$ cat src/rtl/ycc_pkg.sv
package ycc_pkg;
  localparam int CW   = 8;          // component width
  localparam int TW   = CW + 3;     // table entry width (max 1029)
  localparam int SW   = TW + 3;     // signed sum width
  localparam int PW   = 16;         // packed word width
  localparam int RB   = 5;
  localparam int GB   = 6;
  localparam int BB   = 5;
  localparam int SCALE = 1000;

  // doubled coefficients, in thousandths
  localparam int K_Y  = 2328;
  localparam int K_RV = 3192;
  localparam int K_GV = 1626;
  localparam int K_GU = 784;
  localparam int K_BU = 4034;

  // doubled-scale offsets
  localparam int OFS_R = 446;
  localparam int OFS_G = 271;
  localparam int OFS_B = 554;

  typedef struct packed {
    logic [TW-1:0] ty;
    logic [TW-1:0] trv;
    logic [TW-1:0] tgv;
    logic [TW-1:0] tgu;
    logic [TW-1:0] tbu;
  } terms_t;

  function automatic int dbl_term(input int k, input int x);
    return (k * x + SCALE / 2) / SCALE;
  endfunction
endpackage

$ cat src/rtl/coef_rom.sv
module coef_rom
  import ycc_pkg::*;
#(
  parameter int K = 1000
) (
  input  logic [CW-1:0] idx,
  output logic [TW-1:0] val
);
  localparam int NENT = 1 << CW;

  logic [TW-1:0] tbl [NENT];

  for (genvar gi = 0; gi < NENT; gi++) begin : g_ent
    assign tbl[gi] = TW'(dbl_term(K, gi));
  end

  assign val = tbl[idx];
endmodule

$ cat src/rtl/ycc_lookup_stage.sv
module ycc_lookup_stage
  import ycc_pkg::*;
(
  input  logic          clk,
  input  logic          rst,
  input  logic          adv,
  input  logic          in_valid,
  input  logic [CW-1:0] y,
  input  logic [CW-1:0] cb,
  input  logic [CW-1:0] cr,
  output logic          s1_valid,
  output terms_t        s1_terms
);
  terms_t look;

  coef_rom #(.K(K_Y))  u_ty  (.idx(y),  .val(look.ty));
  coef_rom #(.K(K_RV)) u_trv (.idx(cr), .val(look.trv));
  coef_rom #(.K(K_GV)) u_tgv (.idx(cr), .val(look.tgv));
  coef_rom #(.K(K_GU)) u_tgu (.idx(cb), .val(look.tgu));
  coef_rom #(.K(K_BU)) u_tbu (.idx(cb), .val(look.tbu));

  always_ff @(posedge clk) begin
    if (rst) begin
      s1_valid <= 1'b0;
      s1_terms <= '0;
    end else if (adv) begin
      s1_valid <= in_valid;
      if (in_valid) s1_terms <= look;
    end
  end


  s1_hold_chk: assert property (@(posedge clk) disable iff (rst)
    (s1_valid && !adv) |=> s1_valid);
endmodule

$ cat src/rtl/ycc_combine_stage.sv
module ycc_combine_stage
  import ycc_pkg::*;
(
  input  logic          clk,
  input  logic          rst,
  input  logic          adv,
  input  logic          s1_valid,
  input  terms_t        s1_terms,
  output logic          o_valid,
  output logic [PW-1:0] o_pix,
  output logic          o_wr
);
  localparam logic signed [SW-1:0] KR   = SW'(OFS_R);
  localparam logic signed [SW-1:0] KG   = SW'(OFS_G);
  localparam logic signed [SW-1:0] KB   = SW'(OFS_B);
  localparam logic signed [SW-1:0] ZERO = '0;
  localparam logic signed [SW-1:0] SLIM = SW'((1 << (CW + 1)) - 1);

  function automatic logic signed [SW-1:0] ext(input logic [TW-1:0] t);
    return $signed({{(SW-TW){1'b0}}, t});
  endfunction

  function automatic logic [CW-1:0] clamp_half(input logic signed [SW-1:0] v);
    if (v <= ZERO)      return '0;
    else if (v > SLIM)  return '1;
    else                return v[CW:1];
  endfunction

  logic signed [SW-1:0] r2, g2, b2;
  logic [CW-1:0]        rc, gc, bc;
  logic [PW-1:0]        packed_w;

  always_comb begin
    r2 = ext(s1_terms.ty) + ext(s1_terms.trv) - KR;
    g2 = ext(s1_terms.ty) - ext(s1_terms.tgv) - ext(s1_terms.tgu) + KG;
    b2 = ext(s1_terms.ty) + ext(s1_terms.tbu) - KB;
    rc = clamp_half(r2);
    gc = clamp_half(g2);
    bc = clamp_half(b2);
    packed_w = {rc[CW-1 -: RB], gc[CW-1 -: GB], bc[CW-1 -: BB]};
  end

  always_ff @(posedge clk) begin
    if (rst) begin
      o_valid <= 1'b0;
      o_pix   <= '0;
      o_wr    <= 1'b0;
    end else if (adv) begin
      o_valid <= s1_valid;
      o_pix   <= packed_w;
      o_wr    <= s1_valid && (packed_w != '0);
    end
  end


  wr_nonzero_chk: assert property (@(posedge clk) disable iff (rst)
    o_wr |-> (o_valid && (o_pix != '0)));

  wr_present_chk: assert property (@(posedge clk) disable iff (rst)
    (o_valid && (o_pix != '0)) |-> o_wr);
endmodule

$ cat src/rtl/ycc2rgb565.sv
module ycc2rgb565
  import ycc_pkg::*;
(
  input  logic          clk,
  input  logic          rst,
  input  logic          i_valid,
  output logic          i_ready,
  input  logic [CW-1:0] i_y,
  input  logic [CW-1:0] i_cb,
  input  logic [CW-1:0] i_cr,
  output logic          o_valid,
  input  logic          o_ready,
  output logic [PW-1:0] o_pix,
  output logic          o_wr
);
  logic   adv;
  logic   s1_valid;
  terms_t s1_terms;

  assign adv     = !o_valid || o_ready;
  assign i_ready = adv;

  ycc_lookup_stage u_look (
    .clk      (clk),
    .rst      (rst),
    .adv      (adv),
    .in_valid (i_valid),
    .y        (i_y),
    .cb       (i_cb),
    .cr       (i_cr),
    .s1_valid (s1_valid),
    .s1_terms (s1_terms)
  );

  ycc_combine_stage u_comb (
    .clk      (clk),
    .rst      (rst),
    .adv      (adv),
    .s1_valid (s1_valid),
    .s1_terms (s1_terms),
    .o_valid  (o_valid),
    .o_pix    (o_pix),
    .o_wr     (o_wr)
  );


  latency_two_chk: assert property (@(posedge clk) disable iff (rst)
    ($past(!rst, 2) && $past(!rst) && $past(i_valid && i_ready, 2) && $past(o_ready))
      |-> o_valid);

  out_hold_chk: assert property (@(posedge clk) disable iff (rst)
    (o_valid && !o_ready) |=> (o_valid && $stable(o_pix) && $stable(o_wr)));

  backpress_chk: assert property (@(posedge clk) disable iff (rst)
    (o_valid && !o_ready) |-> !i_ready);
endmodule

$ cat config.mk
export PLATFORM = sky130hd
export DESIGN_NAME = ycc2rgb565
export DESIGN_NICKNAME = d
export VERILOG_FILES = /design/src/rtl/ycc_pkg.sv /design/src/rtl/coef_rom.sv /design/src/rtl/ycc_lookup_stage.sv /design/src/rtl/ycc_combine_stage.sv /design/src/rtl/ycc2rgb565.sv
export SDC_FILE = /design/constraint.sdc
export NUM_CORES = 1
export LEC_CHECK = 0
export BUFFER_PORTS_ARGS = -buffer_cell sky130_fd_sc_hd__buf_2
export CORE_UTILIZATION = 65
export DETAILED_ROUTE_END_ITERATION = 10
export PLACE_DENSITY = 0.83
export REMOVE_ABC_BUFFERS = 1
export SYNTH_ARGS = -nofsm -noshare
export SYNTH_HDL_FRONTEND = slang
export SYNTH_SLANG_ARGS = --single-unit
$ cat constraint.sdc
create_clock -name clk -period 4.8 [get_ports clk]
set_input_delay 0.24 -clock clk [delete_from_list [all_inputs] [get_ports clk]]
set_output_delay 0.24 -clock clk [all_outputs]
set_load 0.005 [all_outputs]
## Yosys cells after proc, flatten, opt, wreduce, memory -nomap -nowiden

Memory sizes are Yosys's and may differ from the RTL's. A register that Yosys moved wholly into a read port is not among the register bits.
Cells that the tools add are included.

| word-level totals | value |
|---|---|
| bits in registers | 19 |
| latch bits | 0 |
| memory bits (writable) | 0 |
| ROM bits | 14080 |
| bits of input ports | 28 |
| output and inout port bits | 19 |
| word-level logic and storage cells | 36 |
| memories | 5 |

Memory list:

| memory | words | width | read ports | clocked after memory_dff | wr ports | line | RTL |
|---|---|---|---|---|---|---|---|
| (no name shown) | 256 | 11 | 1 | 1 | 0 | coef_rom.sv:17 | `assign val = tbl[idx];` |
| (no name shown) | 256 | 11 | 1 | 1 | 0 | coef_rom.sv:17 |  |
| (no name shown) | 256 | 11 | 1 | 1 | 0 | coef_rom.sv:17 |  |
| (no name shown) | 256 | 11 | 1 | 1 | 0 | coef_rom.sv:17 |  |
| (no name shown) | 256 | 11 | 1 | 1 | 0 | coef_rom.sv:17 |  |

| operators by class | value |
|---|---|
| $add $sub $neg | 7 |
| multiply operators | 0 |
| div/mod/pow operators | 0 |
| $lt $le $gt $ge | 6 |
| equal/unequal tests | 0 |
| shift operators | 0 |
| muxes and demuxes | 6 |
| bitwise logic cells | 3 |
| reductions and logical operators | 5 |

Operator list:

| kind | count |
|---|---|
| $mux 8 | 6 |
| $gt 14x10->1 const B | 3 |
| $le 14x1->1 const B | 3 |
| $not 8->9 | 3 |
| $add 11x11->12 | 2 |
| $reduce_bool 16->1 | 1 |
| $add 14x10->14 const B | 1 |
| $sub 14x10->14 const B | 1 |
| $sub 14x11->14 const B | 1 |
| $sub 14x12->14 | 1 |
| $sub 11x11->12 | 1 |
| $reduce_and 2->1 | 1 |
| $logic_and 1x1->1 | 1 |
| $logic_not 1->1 | 1 |
| $logic_or 1x1->1 | 1 |

## Logic depth before layout (Yosys ltp)

| depth | value |
|---|---|
| depth in word-level cells | 8 |
| depth in mapped cells | 20 |
| mapped depth without buffers | 20 |

## Cells and area by module

From an unflattened synthesis, not the netlist that was laid out.

| second synthesis, totals | value |
|---|---|
| cell total of the unflattened synthesis | 2017 |
| area total of the unflattened synthesis | 14113.5 um2 |

By module, submodules not included:

| module | instances | cells each | area each (um2) | seq. area each (um2) |
|---|---|---|---|---|
| ycc_combine_stage | 1 | 430 | 3294.4 | 360.3 |
| ycc_lookup_stage | 1 | 253 | 2406.1 | 1121.1 |
| coef_rom (u_look.u_ty) | 1 | 368 | 2339.7 | 0.0 |
| coef_rom (u_look.u_trv) | 1 | 358 | 2284.7 | 0.0 |
| coef_rom (u_look.u_tgu) | 1 | 297 | 1747.9 | 0.0 |
| coef_rom (u_look.u_tgv) | 1 | 182 | 1162.4 | 0.0 |
| coef_rom (u_look.u_tbu) | 1 | 128 | 872.1 | 0.0 |
| ycc2rgb565 | 1 | 1 | 6.3 | 0.0 |

## Worst setup path before layout

Ideal clock, no wire load.

| timing path | value |
|---|---|
| path kind | register to register |
| start point | register, netlist name u_look.s1_terms[44] |
| end point | register u_comb.o_pix[5] |
| setup time | 0.071 ns |
| arrival | 4.086 ns |
| data required time | 4.729 ns |
| slack | 0.644 ns |
| stages on the path, launching flop included | 19 |
| buffers on the path | 0 |
| path through | dfxtp_1 -> inv_1 -> ha_1 -> inv_1 -> fa_1 -> a21oi_1 -> o21ai_0 -> a211oi_1 -> xnor2_1 -> ha_1 -> ha_1 -> a2111oi_0 -> o21ai_0 -> a31oi_1 -> or3b_2 -> a21o_1 -> a31oi_1 -> o311ai_0 -> a21oi_1 |

| between the ends | value |
|---|---|
| longest elaborated chain between the ends | 6 |
| elaborated cells between the ends (all ways) | 7 |
| those cells by class | 3 x add/sub; 2 x order compare; 2 x mux |

RTL lines:

| item | line | RTL |
|---|---|---|
| $sub 11x11->12 (*) | ycc_combine_stage.sv:35 | `g2 = ext(s1_terms.ty) - ext(s1_terms.tgv) - ext(s1_terms.tgu) + KG;` |
| $sub 14x12->14 (*) | ycc_combine_stage.sv:35 |  |
| $add 14x10->14 (*) | ycc_combine_stage.sv:35 |  |
| $gt 14x10->1 | ycc_combine_stage.sv:25 | `else if (v > SLIM) return '1;` |
| $mux 8 | ycc_combine_stage.sv:25 |  |
| $mux 8 (*) | ycc_combine_stage.sv:24 | `if (v <= ZERO) return '0;` |
| end signal: assignment | ycc_combine_stage.sv:50 | `o_pix <= packed_w;` |
| end: declaration | ycc_combine_stage.sv:10 | `output logic [PW-1:0] o_pix,` |

Mark *: on every way between the ends. The rest lies on a longest branch, timed or not.
A chain may end at the register's enable or synchronous reset.

## Worst setup path in the final report

| timing path | value |
|---|---|
| start point | register, netlist name u_look.s1_terms[44] |
| end point | register u_comb.o_pix[7] |

| between the ends | value |
|---|---|
| longest elaborated chain between the ends | 6 |
| elaborated cells between the ends (all ways) | 7 |
| those cells by class | 3 x add/sub; 2 x order compare; 2 x mux |

RTL lines:

| item | line |
|---|---|
| $sub 11x11->12 (*) | ycc_combine_stage.sv:35 |
| $sub 14x12->14 (*) | ycc_combine_stage.sv:35 |
| $add 14x10->14 (*) | ycc_combine_stage.sv:35 |
| $gt 14x10->1 | ycc_combine_stage.sv:25 |
| $mux 8 | ycc_combine_stage.sv:25 |
| $mux 8 (*) | ycc_combine_stage.sv:24 |

Marked as above.

==> run_results.csv <==
group,metric,value,unit
die,start_util,66.5,%
synthesis,syn-cell-area,11500,um^2
synthesis,synth_cells,1733,
sta,period_minus_slack,4.45,ns
clock_tree,hold_buffers,0,
clock_tree,clk_pin_slew,0.06,ns
sta,setup_tns,0,ns
synthesis,ys_top_cells_by_area,"dfxtp_1, ha_1, a21oi_1, o21ai_0, nor2_1",
sta,fin_worst_skew,0.00671,ns
clock_tree,cts-root-buf,"clkbuf_16",
power_and_ir_drop,p_leak,4.64,nW
synthesis,yosysSeqAreaShare,11.7,%
die,coreArea,17200,um^2
synthesis,avgSynthCellArea,6.61,um^2
setup_path,cpMostUsedCell,"ha_1",
global_route,grt-ovfl-total,0,
setup_path,cp_cell_sequence,"inv_1 > ha_1 > inv_1 > fa_1 > a21oi_2 > o21ai_1 > a211oi_2 > xnor2_1 > ha_1 > ha_1 > a2111oi_2 > o21ai_1 > a31oi_2 > or3b_2 > a21o_1 > a31oi_2 > o311ai_0 > a21oi_1",
flow_run,cap_violations,0,
setup_path,critPathKind,"reg2reg",
drt,avgRoutedWirePerCell,17.5,um
cells_and_area,syn_to_final_growth,3.13,%
sta,maxSlewHeadroom,34.0,%
sta,drv_slew,0,
drt,ant_nets,0,
die,die_area,18200,um^2
global_route,track_usage,35.6,%
drt,drtPass1Iterations,6,
synthesis,ys_warn_count,0,
clock_tree,cts_sinks,67,
sta,tightest_slew,0.990,ns
setup_path,path_max_fanout,5,
placed_design,hpwl,22.8,mm
setup_path,reg2regPathDepth,18,
clock_tree,clkLatencyLatePin,0.34,ns
synthesis,yosysMostFrequentCell,"nor2_1",
synthesis,synth-seq-cells,67,
global_route,grt_first_pass_wirelength,53.7,mm
synthesis,async_flop_share,0,%
sta,finalHoldViolCount,0,
synthesis,synth.distinct_cells,85,
placed_design,place_congestion,0.963,
setup_path,cp-startpoint,"u_look.s1_terms[44]",
synthesis,ys.flop_type,"dfxtp_1",
cells_and_area,nets,1761,
min_path,hold_depth,4,
status,status,"finished clean",
setup_path,critical_path.startpoint_type,"register",
setup_path,cp.required,5.07,ns
global_route,grt_max_degree,74,
setup_path,cp-end-kind,"register",
cells_and_area,drive_gt1_share,8.82,%
clock_tree,cts_tree,"done",
drt,vias,12900,
clock_tree,htree_levels,3,
setup_path,timing.rr.start,"u_look.s1_terms[44]",
global_route,antenna_found_initial,0,
synthesis,synth_top_cell_area_share,11.7,%
cells_and_area,nFillCells,1548,
sta,setup_ws,0.354,ns
clock_tree,clockBufferDepth,2,
sta,rsz0062_at_grt,"false",
die,die_h,135,um
clock_tree,numCtsBuffers,9,
die,boundaryPins,47,
setup_path,critPathSlowestCell,"or3b_2",
global_route,grt_pass1_vias,11100,
drt,drtIter0Drc,1294,
placed_design,dp_slack,0.0318,ns
drt,drc_errors,0,
min_path,worstHoldStart,"o_ready",
drt,drt-total-wl,33.0,mm
synthesis,synth_edf_count,0,
power_and_ir_drop,vdd_drop_max,0.250,mV
cells_and_area,antenna_cells,0,
placed_design,io_buffers,46,
synthesis,synth_commonest_cells,"nor2_1, a21oi_1, nand2_1",
sta,period_share,92.6,%
die,rows,48,
synthesis,yosys.area.top_type,"dfxtp_1",
drt,viasPerCell,6.84,
sta,setup_violations,0,
sta,fmax,225,MHz
power_and_ir_drop,power_density,274,nW/um^2
setup_path,max_stage_delay,0.49,ns
die,die_w,135,um
min_path,min_path_type,"in2reg",
setup_path,worst_ep_arrival_time,4.71,ns
## through the flow
step | util, % | cell area (um^2) | hold WS, ns | total power, mW | cells
after global placement | 66.6 | 11500 | 0.435 | 2.43 | 1863
final | 68.6 | 11800 | 0.362 | 3.23 | 1880
after floorplan | - | 10900 | 0.309 | 2.00 | 1579
after detailed placement | 66.6 | 11500 | 0.438 | 2.49 | 1863
after CTS | 68.4 | 11800 | 0.353 | 3.16 | 1879
after global routing | 68.6 | 11800 | 0.402 | 3.46 | 1880
## where the power goes
| group | leakage, nW | switching (mW) | internal (mW) |
|---|---|---|---|
| clock network | 0.138 | 0.260 | 0.404 |
| registers | 0.554 | 0.0465 | 0.622 |
| logic | 3.95 | 1.14 | 0.760 |
## kinds of logic (layout without fill, tap and decap cells)
group,after synthesis,in the layout,synth area share [%]
compound gates,698,698,39.4
xor+xnor,51,51,3.90
fa+ha+maj,83,83,9.32
buf+inv,222,144,7.39
flops,67,67,11.7
mux,53,53,6.79
simple gates,559,559,21.5
## repair_timing
| action | 4_1_cts | 5_1_grt |
|---|---|---|
| setup endpoints to repair | 1 | 7 |
| pin swaps | 0 | 2 |
| gates resized for setup | 1 | 10 |
| buffers inserted | 0 | 1 |
## path summary, 6_finish.rpt
check	endpoint	slack [ns]
min	u_comb.o_pix[10]	0.36
max reg2reg	u_comb.o_pix[7]	0.35
max	u_comb.o_pix[7]	0.35
min reg2reg	u_comb.o_pix[1]	0.45
## area by class of cell
cell class,count,area (um^2),share of cell area [%]
Clock inverter,7,75.1,0.635
Sequential cell,67,1340,11.4
Inverter,68,255,2.16
Tap cell,225,282,2.38
Clock buffer,9,225,1.91
Multi-Input combinational cell,1444,9300,78.7
Timing Repair Buffer,60,335,2.84
## placed cells by master (no fill, tap or decap), types with 11 or more instances in the layout
cell and count:
dfxtp_1 66, o21ai_0 180, o211ai_1 52, mux2i_1 26
nand3_1 43, a31oi_1 22, nand2b_1 15, inv_1 59
o31ai_1 18, nor2_1 206, xnor2_1 31, mux4_2 19
buf_4 14, xor2_1 20, nand2_1 184, o311ai_0 15
a21o_1 16, and2_1 15, o21a_1 11, buf_2 46
nor2b_1 16, nor3_1 33, a211oi_1 45, a21oi_1 187
o221ai_1 13, ha_1 79
## critical path: cells and delay by family (launching register included)
family                     cells  cell delay, ns
xor gates and xnor gates       1            0.16
buffers and inverters          2            0.12
AOI/OAI and AO/OA             10            2.14
adders and majority gates      4            1.12
DFF                            1            0.34
and+or+nand+nor                1            0.49
## sequential cells by signal (all words and copies together) (netlist names)
signal and flops:
u_comb.o_valid 1, u_look.s1_valid 1, u_look.s1_terms 48, u_comb.o_wr 1
u_comb.o_pix 16
## per-layer routing
metal | routed length, um | global-route usage, % | vias to the layer above
met3 | 2320 | 4.17 | 81
met5 | 0 | 0 | -
met4 | 783 | 10.7 | 0
li1 | - | - | 6227
met1 | 14000 | 46.7 | 5960
met2 | 15800 | 61.0 | 594
(Power assumes the default switching activity.)
